File: config.mk
export PLATFORM = sky130hd
export DESIGN_NAME = gfc_meter
export DESIGN_NICKNAME = d
export VERILOG_FILES = /design/src/rtl/gfc_pkg.sv /design/src/rtl/gfc_edge_sync.sv /design/src/rtl/gfc_sat_counter.sv /design/src/rtl/gfc_seq.sv /design/src/rtl/gfc_meter.sv
export SDC_FILE = /design/constraint.sdc
export NUM_CORES = 1
export LEC_CHECK = 0
export BUFFER_PORTS_ARGS = -buffer_cell sky130_fd_sc_hd__buf_4
export CAP_MARGIN = 20
export CORE_MARGIN = 5
export CORE_UTILIZATION = 41
export CTS_BUF_LIST = sky130_fd_sc_hd__clkbuf_16
export DETAILED_ROUTE_END_ITERATION = 16
export PLACE_DENSITY = 0.69
export SETUP_SLACK_MARGIN = 0.4
export SLEW_MARGIN = 20
export SYNTH_ARGS = -nofsm -noshare
export SYNTH_HDL_FRONTEND = slang
export SYNTH_SLANG_ARGS = --single-unit
export TNS_END_PERCENT = 5
File: constraint.sdc
create_clock -name clk -period 3 [get_ports clk]
set_input_delay 0.9 -clock clk [delete_from_list [all_inputs] [get_ports clk]]
set_output_delay 0.9 -clock clk [all_outputs]
set_load 0.02 [all_outputs]
File: src/rtl/gfc_pkg.sv
package gfc_pkg;

    localparam int TICK_W = 7;
    localparam int CYC_W  = 2;

    typedef enum logic [2:0] {
        ST_IDLE,
        ST_SETTLE,
        ST_GATE,
        ST_ARM,
        ST_TIME,
        ST_DONE
    } gfc_state_e;

    typedef struct packed {
        logic       period;
        logic [1:0] sel;
        logic       fast;
    } gfc_cfg_t;

    function automatic logic [TICK_W-1:0] settle_ticks(input logic [1:0] sel, input logic fast);
        if (fast)
            return TICK_W'(2);
        else if (sel[1])
            return TICK_W'(8);
        else
            return TICK_W'(4);
    endfunction

    function automatic logic [TICK_W-1:0] gate_ticks(input logic [1:0] sel);
        logic [TICK_W-1:0] g;
        unique case (sel)
            2'd0: g = TICK_W'(4);
            2'd1: g = TICK_W'(8);
            2'd2: g = TICK_W'(32);
            2'd3: g = TICK_W'(64);
            default: g = TICK_W'(4);
        endcase
        return g;
    endfunction

    function automatic logic [CYC_W-1:0] period_cycles(input logic [1:0] sel);
        return sel[1] ? CYC_W'(2) : CYC_W'(1);
    endfunction

endpackage

File: src/rtl/gfc_edge_sync.sv
module gfc_edge_sync #(
    parameter int SYNC_N = 2
) (
    input  logic clk,
    input  logic rst_n,
    input  logic async_in,
    input  logic block,
    output logic rise
);
    localparam int SH_W = SYNC_N + 1;

    logic [SH_W-1:0] shreg;

    always_ff @(posedge clk or negedge rst_n) begin
        if (!rst_n)
            shreg <= '0;
        else if (block)
            shreg <= '0;
        else
            shreg <= {shreg[SH_W-2:0], async_in};
    end

    assign rise = shreg[SYNC_N-1] & ~shreg[SYNC_N];

endmodule

File: src/rtl/gfc_sat_counter.sv
module gfc_sat_counter #(
    parameter int W = 20
) (
    input  logic         clk,
    input  logic         rst_n,
    input  logic         clr,
    input  logic         inc,
    output logic [W-1:0] value
);
    localparam logic [W-1:0] TOP = {W{1'b1}};

    always_ff @(posedge clk or negedge rst_n) begin
        if (!rst_n)
            value <= '0;
        else if (clr)
            value <= '0;
        else if (inc && value != TOP)
            value <= value + 1'b1;
    end

endmodule

File: src/rtl/gfc_seq.sv
module gfc_seq
    import gfc_pkg::*;
(
    input  logic     clk,
    input  logic     rst_n,
    input  logic     en,
    input  logic     start,
    input  logic     tick,
    input  logic     rise,
    input  gfc_cfg_t cfg_in,
    output logic     cnt_clr,
    output logic     cnt_inc,
    output logic     done
);
    gfc_state_e        state_q, state_d;
    gfc_cfg_t          cfg_q;
    logic [TICK_W-1:0] tcnt_q;
    logic [CYC_W-1:0]  ecnt_q;
    logic              take;
    logic [TICK_W-1:0] wait_lim, gate_lim;
    logic [CYC_W-1:0]  cyc_lim;

    assign take     = en & start & (state_q == ST_IDLE || state_q == ST_DONE);
    assign wait_lim = settle_ticks(cfg_q.sel, cfg_q.fast);
    assign gate_lim = gate_ticks(cfg_q.sel);
    assign cyc_lim  = period_cycles(cfg_q.sel);

    // next state
    always_comb begin
        state_d = state_q;
        unique case (state_q)
            ST_IDLE:   if (take) state_d = ST_SETTLE;
            ST_SETTLE: if (tick && tcnt_q == wait_lim - 1'b1)
                           state_d = cfg_q.period ? ST_ARM : ST_GATE;
            ST_GATE:   if (tick && tcnt_q == gate_lim - 1'b1) state_d = ST_DONE;
            ST_ARM:    if (rise) state_d = ST_TIME;
            ST_TIME:   if (rise && ecnt_q == cyc_lim - 1'b1) state_d = ST_DONE;
            ST_DONE:   if (take) state_d = ST_SETTLE;
            default:   state_d = ST_IDLE;
        endcase
        if (!en)
            state_d = ST_IDLE;
    end

    // state register
    always_ff @(posedge clk or negedge rst_n) begin
        if (!rst_n)
            state_q <= ST_IDLE;
        else
            state_q <= state_d;
    end

    // tick / edge counters and configuration latch
    always_ff @(posedge clk or negedge rst_n) begin
        if (!rst_n) begin
            cfg_q  <= '0;
            tcnt_q <= '0;
            ecnt_q <= '0;
        end else begin
            if (take)
                cfg_q <= cfg_in;
            if (state_d != state_q)
                tcnt_q <= '0;
            else if (tick && (state_q == ST_SETTLE || state_q == ST_GATE))
                tcnt_q <= tcnt_q + 1'b1;
            if (state_d != state_q)
                ecnt_q <= '0;
            else if (rise && state_q == ST_TIME)
                ecnt_q <= ecnt_q + 1'b1;
        end
    end

    // outputs
    always_comb begin
        cnt_clr = take | ~en;
        cnt_inc = 1'b0;
        done    = 1'b0;
        unique case (state_q)
            ST_GATE: cnt_inc = rise;
            ST_ARM:  if (rise) cnt_clr = 1'b1;
            ST_TIME: cnt_inc = 1'b1;
            ST_DONE: done = 1'b1;
            default: ;
        endcase
    end

endmodule

File: src/rtl/gfc_meter.sv
module gfc_meter
    import gfc_pkg::*;
#(
    parameter int CNT_W  = 20,
    parameter int SYNC_N = 2
) (
    input  logic             clk,
    input  logic             rst_n,
    input  logic             ms_tick,
    input  logic             meas_in,
    input  logic             cnt_en,
    input  logic             start,
    input  logic             period_mode,
    input  logic [1:0]       gate_sel,
    input  logic             wait_fast,
    output logic [CNT_W-1:0] count,
    output logic             end_flag
);
    logic     rise, clr, inc, block;
    gfc_cfg_t cfg;

    assign block = ~cnt_en & ~wait_fast;
    assign cfg   = '{period: period_mode, sel: gate_sel, fast: wait_fast};

    gfc_edge_sync #(.SYNC_N(SYNC_N)) sync_i (
        .clk(clk), .rst_n(rst_n), .async_in(meas_in), .block(block), .rise(rise)
    );

    gfc_seq seq_i (
        .clk(clk), .rst_n(rst_n), .en(cnt_en), .start(start), .tick(ms_tick),
        .rise(rise), .cfg_in(cfg), .cnt_clr(clr), .cnt_inc(inc), .done(end_flag)
    );

    gfc_sat_counter #(.W(CNT_W)) cnt_i (
        .clk(clk), .rst_n(rst_n), .clr(clr), .inc(inc), .value(count)
    );

endmodule

== Yosys cells after proc, flatten, opt, wreduce, memory -nomap -nowiden ==
Cells that the tools add are included.
Word-level totals
  bits in registers: 39
  bits of input ports: 10
Cells by class
  add/subtract/negate cells: 6
  equal/unequal tests: 13
  mux-type cells: 23
  bitwise logic cells: 8
  reduce and logical (&&, ||, !) cells: 14
Operators by type and width (count)
  20-bit two-way mux: 2
  7-bit one-hot mux with 4 select lines: 1
  3-bit two-way mux: 7
  20-bit by 1-bit adder with 20-bit output (second input constant): 1
  20-bit inequality test (second input constant): 1
  3-bit one-hot mux with 5 select lines: 1
  7-bit == test: 2
  7-bit two-way mux: 2
  4-bit two-way mux: 2
  7-bit by 1-bit adder with 7-bit output (second input constant): 1
  7-bit by 1-bit subtractor with 7-bit output (second input constant): 1
  3-bit by 2-bit == test with 1-bit output (second input constant): 2
  3-bit == test (second input constant): 2
  1-bit logical AND: 6
  2-bit two-way mux: 3
  2-bit nonzero test: 3
  4-bit by 1-bit subtractor with 5-bit output (second input constant): 1
  1-bit bitwise AND: 4
  2-bit == test (second input constant): 2
  1-bit two-way mux: 4
  3-bit by 1-bit == test with 1-bit output (second input constant): 1
  3-bit zero test: 1
  3-bit inequality test: 1
  1-bit NOT: 3
  other kinds (9): 10

== Logic depth before layout (Yosys ltp) ==
Gate-level depths: netlist (run 1).
  depth in word-level cells: 10
  depth in mapped cells: 8
  depth with buffers taken out: 7

== By module ==
Synthesis (run 1) repeated with hierarchy kept, for this count alone.
Unflattened totals
  cell total of the unflattened synthesis: 258
  area, all modules: 2555.0 um^2
Modules (own cells, without submodules)
  gfc_seq: times used 1, cells each 122, area each 1237.4 um^2, sequential area each 400.4 um^2
  gfc_sat_counter: times used 1, cells each 128, area each 1211.2 um^2, sequential area each 500.5 um^2
  gfc_edge_sync: times used 1, cells each 7, area each 102.6 um^2, sequential area each 75.1 um^2
  gfc_meter: times used 1, cells each 1, area each 3.8 um^2, sequential area each 0.0 um^2

== Least setup slack after synthesis (run 1) ==
OpenSTA, ideal clock, no wires.
  kind: input to register
  from: input port cnt_en
  to: register seq_i.ecnt_q[0]
  library setup time: 148 ps
  arrival: 2159 ps
  required time: 2852 ps
  setup slack: 693 ps
  stages on the path: 7
  cells stage by stage: clkbuf_1 > and3b_1 > o21ai_1 > a31oi_1 > o31ai_1 > a2bb2oi_1 > nor3_1
On the way
  word-level cells in the longest chain between the ends: 7
  elaborated cells between the ends (all ways): 8
  classes of those cells: 1 x eq/ne; 4 x mux; 2 x bitwise; 1 x reduce/logical
RTL lines
  from (decl): line gfc_meter.sv:11  | input logic cnt_en,
  1-bit bitwise AND (2 in a row): line gfc_seq.sv:23  | assign take = en & start & (state_q == ST_IDLE || state_q == ST_DONE);
  3-bit two-way mux: line gfc_seq.sv:32, gfc_seq.sv:38
  3-bit one-hot mux with 5 select lines: line gfc_seq.sv:31  | unique case (state_q)
  3-bit two-way mux (*): line gfc_seq.sv:41  | if (!en)
  3-bit inequality test (*): line gfc_seq.sv:66  | if (state_d != state_q)
  2-bit two-way mux or 2-bit nonzero test (tied branches)
  to (signal assigned): line gfc_seq.sv:69  | ecnt_q <= ecnt_q + 1'b1;
  to (decl): line gfc_seq.sv:18  | logic [CYC_W-1:0] ecnt_q;
Mark *: on every way between the ends. The rest lies on a longest branch, timed or not.
A chain may end at the register's enable or synchronous reset.

== Worst setup path after layout (run 1) ==
  from: register cnt_i.value[0]
  to: register cnt_i.value[19]
On the way
  word-level cells in the longest chain between the ends: 3
  elaborated cells between the ends (all ways): 6
  classes of those cells: 1 x add/sub; 1 x eq/ne; 2 x mux; 2 x reduce/logical
RTL lines
  from (decl): line gfc_sat_counter.sv:8  | output logic [W-1:0] value
  from (signal assigned): line gfc_sat_counter.sv:18  | value <= value + 1'b1;
  20-bit by 1-bit adder with 20-bit output or 20-bit inequality test (tied branches): line gfc_sat_counter.sv:18, gfc_sat_counter.sv:17
  20-bit two-way mux or 1-bit logical AND (tied branches): line gfc_sat_counter.sv:17  | else if (inc && value != TOP)
  20-bit two-way mux or 2-bit nonzero test (tied branches)
Several ways; a longest one is shown, not always the timed one. The select of a mux whose other input is x is not followed.

==> impl_metrics.ini, run 1 <==
[logic_synthesis]
synth_edf_count = 0
synth_warnings = 0
netlist_instances = 238
netlist-cell-type-count = 52
ys_seq_area_frac = 0.427
synthFlopType = dfrtp_1
async_flop_share = 1.00
syn-num-nets = 250
synth_area_per_cell_um2 = 9.61
synth_area_um2 = 2290
ys_seq_elements = 39

[setup_path]
crit_arrival_ns = 2.49
cp-end-kind = flop
r2r_end = cnt_i.value[19]
slowest_stage = o311ai_2
crit_type = reg -> reg
reg2reg_from = cnt_i.value[0]
start_kind = flop
worstRegToRegCells = 8
critPathRequiredTime_ns = 3.14
cpPeakStageDelay_ns = 0.53
r2r_slack_ns = 0.65
cp_max_fo = 7
cp_cell_sequence = ha_1, nand3_1, or3_1, o311ai_2, buf_4, nor4_2, xnor2_1, nor2_1

[sta]
fin_crit_sh = 0.785
finalSetupViolCount = 0
hold_viol = 0
finClkSkew_ns = 0.00598
worstMarginPinSlew_ns = 0.785
fin_crit_ns = 2.35
relSlewSlack = 0.475
rsz0062_at_grt = no
fin_setup_tns_ns = 0
max_freq_ghz = 0.425
drv_slew = 0

[clocking]
cts_resized = 0
htree_levels = 2
path_clk_slew_ns = 0.06
cts_root_buf = clkbuf_16
clock_path_buffers = 2
insertion_delay_ns = 0.28
cts_hold_buf = 0
cts_buffers = 5
cts_sinks = 39
cts_tree = built
post_cts_buffers = 0

[floorplanning]
core-area_um2 = 5470
die_w_um = 84.7
start_util = 0.418
rows = 27
die_h_um = 84.7
die_area_um2 = 7170
io_pins = 31

[min_path]
hold_class = reg -> reg
hp-start = sync_i.shreg[0]
whs_endpoint = sync_i.shreg[1]
hold_depth = 1

[finish]
drive_gt1_frac = 0.199
fillCellCount = 541
n_antenna_cell = 0
syn2layout_area_growth_pct = 17.6
nets = 277
fin_area_um2 = 2690

[route]
dr.pass1.iters = 5
top_layer_used = met4
drc_errors = 0
ant_nets = 0
drt-met1-wl_mm = 2.26
detail_route.iter0.violations = 58
totalWireLength_mm = 4.69
wire_per_inst_um = 13.9
vias = 1823
route.met3.wl_um = 175
route.met2.wl_mm = 2.21
post_drt_via_cell_ratio = 5.39

[placed_design]
port_buffers = 30
place_area_um2 = 2550
place_congestion = 0.850
dp_hpwl_mm = 3.40

[global_routing]
grt_max_degree = 40
grt_pass1_vias = 1799
grt_pass1_wl_mm = 8.34
grt_usage = 0.143
overflow = 0
antenna_found_initial = 0

[power]
pwr_density_cell_nw_per_um2 = 430
ir_worst_vdd_mv = 0.255
p_leak_nw = 1.08

[flow_run]
maxCapViolCount = 0

[outcome]
status = finished, final reports clean
worst max-delay path, delay by kind of cell (launching register included):
kind | cells | cell delay, ns
flip-flops | 1 | 0.41
AND/OR/NAND/NOR | 4 | 0.69
adder cells (fa/ha/maj) | 1 | 0.18
AO/OA/AOI/OAI | 1 | 0.53
buffers and inverters | 1 | 0.24
XOR/XNOR | 1 | 0.15
cell type report:
type	count	area (µm²)	share of cell area
clock buffer	5	125	0.0465
clock inverter	3	16.3	0.00605
inverter	4	15.0	0.00558
multi-input combinational	183	1230	0.456
sequential	39	977	0.363
tap	72	90.1	0.0335
timing repair buffer	32	240	0.0893
cell usage in the layout, fill, tap and decap left out, types with 2 or more instances in the layout:
| cell | Yosys | routed |
|---|---|---|
| dfrtp_1 | 39 | 38 |
| buf_4 | 1 | 32 |
| nor2_1 | 24 | 24 |
| nand2_1 | 20 | 20 |
| xor2_1 | 16 | 16 |
| nor3_1 | 12 | 12 |
| nand3_1 | 12 | 12 |
| a21oi_1 | 10 | 10 |
| or3_1 | 8 | 8 |
| nor2b_1 | 8 | 8 |
| nand4_1 | 8 | 8 |
| xnor2_1 | 7 | 7 |
| inv_1 | 4 | 5 |
| nand2b_1 | 5 | 5 |
| o21ai_0 | 5 | 5 |
| clkbuf_16 | 0 | 5 |
| and2_1 | 4 | 4 |
| o21ai_1 | 4 | 4 |
| mux2_1 | 4 | 4 |
| nor3_2 | 2 | 2 |
| a31oi_1 | 2 | 2 |
| and4_1 | 2 | 2 |
| o31ai_1 | 2 | 2 |
| and3_1 | 2 | 2 |
| mux2i_1 | 2 | 2 |
| ha_1 | 2 | 2 |
routing by layer:
metal,GRT usage,vias up
li1,-,902
met1,0.189,886
met2,0.227,31
met3,0.0373,4
met4,0.0504,0
met5,0,-
per-stage QoR:
stage                     setup WS [ns]  instances  total power [mW]  utilization  hold slack, ns
after floorplan                   0.693        238             0.623            -           0.439
after global placement            0.623        330             0.658        0.465           0.449
after detailed placement          0.556        330             0.661        0.465           0.469
after CTS                         0.522        338              1.17        0.491           0.495
after global routing              0.454        338              1.21        0.492           0.534
final                             0.646        338              1.16        0.492           0.490
flip-flops by register name, indices dropped and copies added, names as in the netlist:
name           flops
cnt_i.value       20
seq_i.tcnt_q       7
seq_i.cfg_q        4
seq_i.state_q      3
sync_i.shreg       3
seq_i.ecnt_q       2
report_power, final:
| group | internal [mW] | switching, mW |
|---|---|---|
| Clock | 0.303 | 0.205 |
| Combinational | 0.0385 | 0.0506 |
| Sequential | 0.541 | 0.0190 |
kinds of logic (layout without fill, tap and decap cells):
family / after synthesis / count (layout) / share of synthesized area
xor gates and xnor gates: 23 / 23 / 0.0881
buffers and inverters: 16 / 44 / 0.0372
AOI/OAI and AO/OA: 36 / 36 / 0.123
muxes: 7 / 7 / 0.0334
and+or+nand+nor: 115 / 115 / 0.281
adders and majority gates: 2 / 2 / 0.0109
DFF: 39 / 39 / 0.427
cells in the mapped netlist (5+ instances only):
cell type  count  share of area
nor2_1        24          0.039
clkbuf_1       5         0.0082
nor2b_1        8          0.022
nand2_1       20          0.033
xor2_1        16          0.061
dfrtp_1       39           0.43
nor3_1        12          0.026
a21oi_1       10          0.022
nand2b_1       5          0.014
nand4_1        8          0.022
o21ai_0        5          0.011
or3_1          8          0.022
nand3_1       12          0.026
xnor2_1        7          0.027
worst max-delay path by stage:
stage / from / end / slack [ns] / depth (start not counted)
4_1_cts: seq_i.state_q[0] / end_flag / 0.52 / 3
3_3_place_gp: ms_tick / seq_i.tcnt_q[6] / 0.62 / 7
2_1_floorplan: cnt_en / seq_i.ecnt_q[0] / 0.69 / 7
6_report: cnt_i.value[0] / cnt_i.value[19] / 0.65 / 8
5_1_grt: cnt_i.value[0] / cnt_i.value[19] / 0.45 / 8
3_5_place_dp: ms_tick / seq_i.tcnt_q[0] / 0.56 / 7
No activity file was read; power rests on OpenSTA's default activity.
==> run 2, diff against run 1 <==
--- a/config.mk
+++ b/config.mk
@@ -5,6 +5,7 @@
 export SDC_FILE = /design/constraint.sdc
 export NUM_CORES = 1
 export LEC_CHECK = 0
+export ABC_AREA = 1
 export BUFFER_PORTS_ARGS = -buffer_cell sky130_fd_sc_hd__buf_4
 export CAP_MARGIN = 20
 export CORE_MARGIN = 5
==> constraint.sdc (replaced) <==
create_clock -name clk -period 2.3 [get_ports clk]
set_input_delay 0.69 -clock clk [delete_from_list [all_inputs] [get_ports clk]]
set_output_delay 0.69 -clock clk [all_outputs]
set_load 0.02 [all_outputs]
==> run 2 against run 1 <==
First-iteration DRC count increased by 64%; design area increased by 13%; setup slack got worse by 0.18 ns; clock skew about the same; global-route usage increased by 3.2 points; utilization increased by 2.5 points; worst hold slack got worse by 0.13 ns.
==> impl_metrics.ini, run 2 <==
[min_path]
hold_class = in -> async

[route]
vias = 2369
wire_per_inst_um = 13.6
drc_errors = 0
dr.pass1.iters = 5
post_drt_via_cell_ratio = 5.12
ant_nets = 0
totalWireLength_mm = 6.29
detail_route.iter0.violations = 95

[clocking]
htree_levels = 2
clock_path_buffers = 2
insertion_delay_ns = 0.28
path_clk_slew_ns = 0.06
cts_sinks = 39
cts_buffers = 5
cts_tree = built
cts_root_buf = clkbuf_16

[setup_path]
cp_cell_sequence = inv_2, nand3_2, inv_1, buf_4
start_kind = flop
slowest_stage = dfrtp_1
cp_max_fo = 5
crit_arrival_ns = 1.15
critPathRequiredTime_ns = 1.61
cp-end-kind = primary output
crit_type = reg -> out
cpPeakStageDelay_ns = 0.42

[finish]
syn2layout_area_growth_pct = 22.9
largest-register = cnt_i.value
top_regs = cnt_i.value (20), seq_i.tcnt_q (7), seq_i.cfg_q (4)
fillCellCount = 599
n_antenna_cell = 0
fin_area_um2 = 3040
layout_commonest_cell = nand2_1
largest_reg_flops = 20
fin_util = 0.517
drive_gt1_frac = 0.255
finalNonFillerCells = 463
layout_common_cells = 84 x nand2_1, 45 x inv_1, 39 x nor2_1, 39 x buf_4, 34 x dfrtp_1
nets = 399

[logic_synthesis]
yosys-top-cells-area = dfrtp_1 39%, nand2_1 13%, inv_1 7.4%, nor2_1 6.8%, nand3_1 6.1%
synth_edf_count = 0
netlist_instances = 345
synthFlopType = dfrtp_1
synth_top_area_cell = dfrtp_1
synth_area_per_cell_um2 = 7.17
netlist-cell-type-count = 32
synth_area_um2 = 2470
yosys-top-cells-count = 85 x nand2_1, 49 x inv_1, 45 x nor2_1
yosysTopAreaCellShare = 0.395
syn-num-nets = 357
async_flop_share = 1.00
ys_seq_elements = 39
ys_seq_area_frac = 0.395
yosysMostFrequentCell = nand2_1
synth_warnings = 0

[sta]
finalSetupViolCount = 0
max_freq_ghz = 0.545
relSlewSlack = 0.669
drv_slew = 0
worstMarginPinSlew_ns = 0.492
hold_viol = 0
timing.hold.ws_ns = 0.361
fin_crit_ns = 1.84
finClkSkew_ns = 0.00620
fin_ws_ns = 0.465
fin_crit_sh = 0.798
rsz0062_at_grt = yes
fin_setup_tns_ns = 0

[floorplanning]
die_w_um = 87.7
core-area_um2 = 5890
rows = 28
io_pins = 31
start_util = 0.420
die_h_um = 87.7
die_area_um2 = 7690

[power]
finalPower_mw = 1.69
ir_worst_vdd_mv = 0.286
pwr_density_cell_nw_per_um2 = 557
p_leak_nw = 1.46

[placed_design]
place_area_um2 = 2770
dp_hpwl_mm = 4.64
port_buffers = 30
place_congestion = 0.949
pre_cts_ws_ns = 0.202
dp_cells = 447

[global_routing]
grt_usage = 0.175
antenna_found_initial = 0
overflow = 0
grt_max_degree = 40
grt_pass1_wl_mm = 10.7
grt_pass1_vias = 2292

[outcome]
status = finished, final reports clean

[flow_run]
maxCapViolCount = 0
-- run 2: timing repair --
| action | CTS | global route |
|---|---|---|
| pin swaps | 0 | 3 |
| gates resized for setup | 3 | 21 |
| cloned | 0 | 2 |
| endpoints found under the setup margin | 11 | 29 |
| hold buffers | 0 | 0 |
| setup buffers | 0 | 6 |
-- run 2: final timing paths --
kind	startpoint	endpoint	slack (ns)	cells after the start
worst min-delay path	rst_n	cnt_i.value[7]	0.36	1
min in group clk	sync_i.shreg[0]	sync_i.shreg[1]	0.47	2
worst max register to register	cnt_i.value[1]	cnt_i.value[10]	0.52	10
worst max-delay path	seq_i.state_q[1]	end_flag	0.46	4
max in group asynchronous	rst_n	seq_i.state_q[2]	1.55	1
worst min register to register	sync_i.shreg[0]	sync_i.shreg[1]	0.47	2
-- run 2: metal layers --
| metal | vias to the layer above | track usage | wire length [µm] | share of wire |
|---|---|---|---|---|
| met5 | - | 0 | 0 | 0 |
| met4 | 0 | 0.0614 | 129 | 0.021 |
| met3 | 15 | 0.0386 | 432 | 0.069 |
| met2 | 89 | 0.290 | 3020 | 0.48 |
| met1 | 1092 | 0.227 | 2710 | 0.43 |
| li1 | 1173 | - | - | - |
-- run 2: area by class of cell --
cell class	count	area (µm²)	area share
clock inverter	3	15.0	0.00494
sequential	39	982	0.323
tap	75	93.8	0.0309
timing repair buffer	39	293	0.0963
clock buffer	5	125	0.0412
multi-input combinational	245	1320	0.433
inverter	57	214	0.0704
-- run 2: critical path: cells and delay by family, from the launching register on --
kind          cells  cell delay, ns
buf+inv           3            0.34
flops             1            0.42
simple gates      1            0.11
-- run 2: where the power goes --
group	internal [mW]	switching, mW
Combinational	0.0915	0.170
Sequential	0.720	0.0384
Clock	0.396	0.279
-- run 2: cell families after synthesis --
kind of cell | count (synthesis) | synth area share
AO/OA/AOI/OAI | 29 | 0.0738
XOR/XNOR | 14 | 0.0496
adder cells (fa/ha/maj) | 2 | 0.0101
buffers and inverters | 63 | 0.105
flip-flops | 39 | 0.395
AND/OR/NAND/NOR | 198 | 0.367
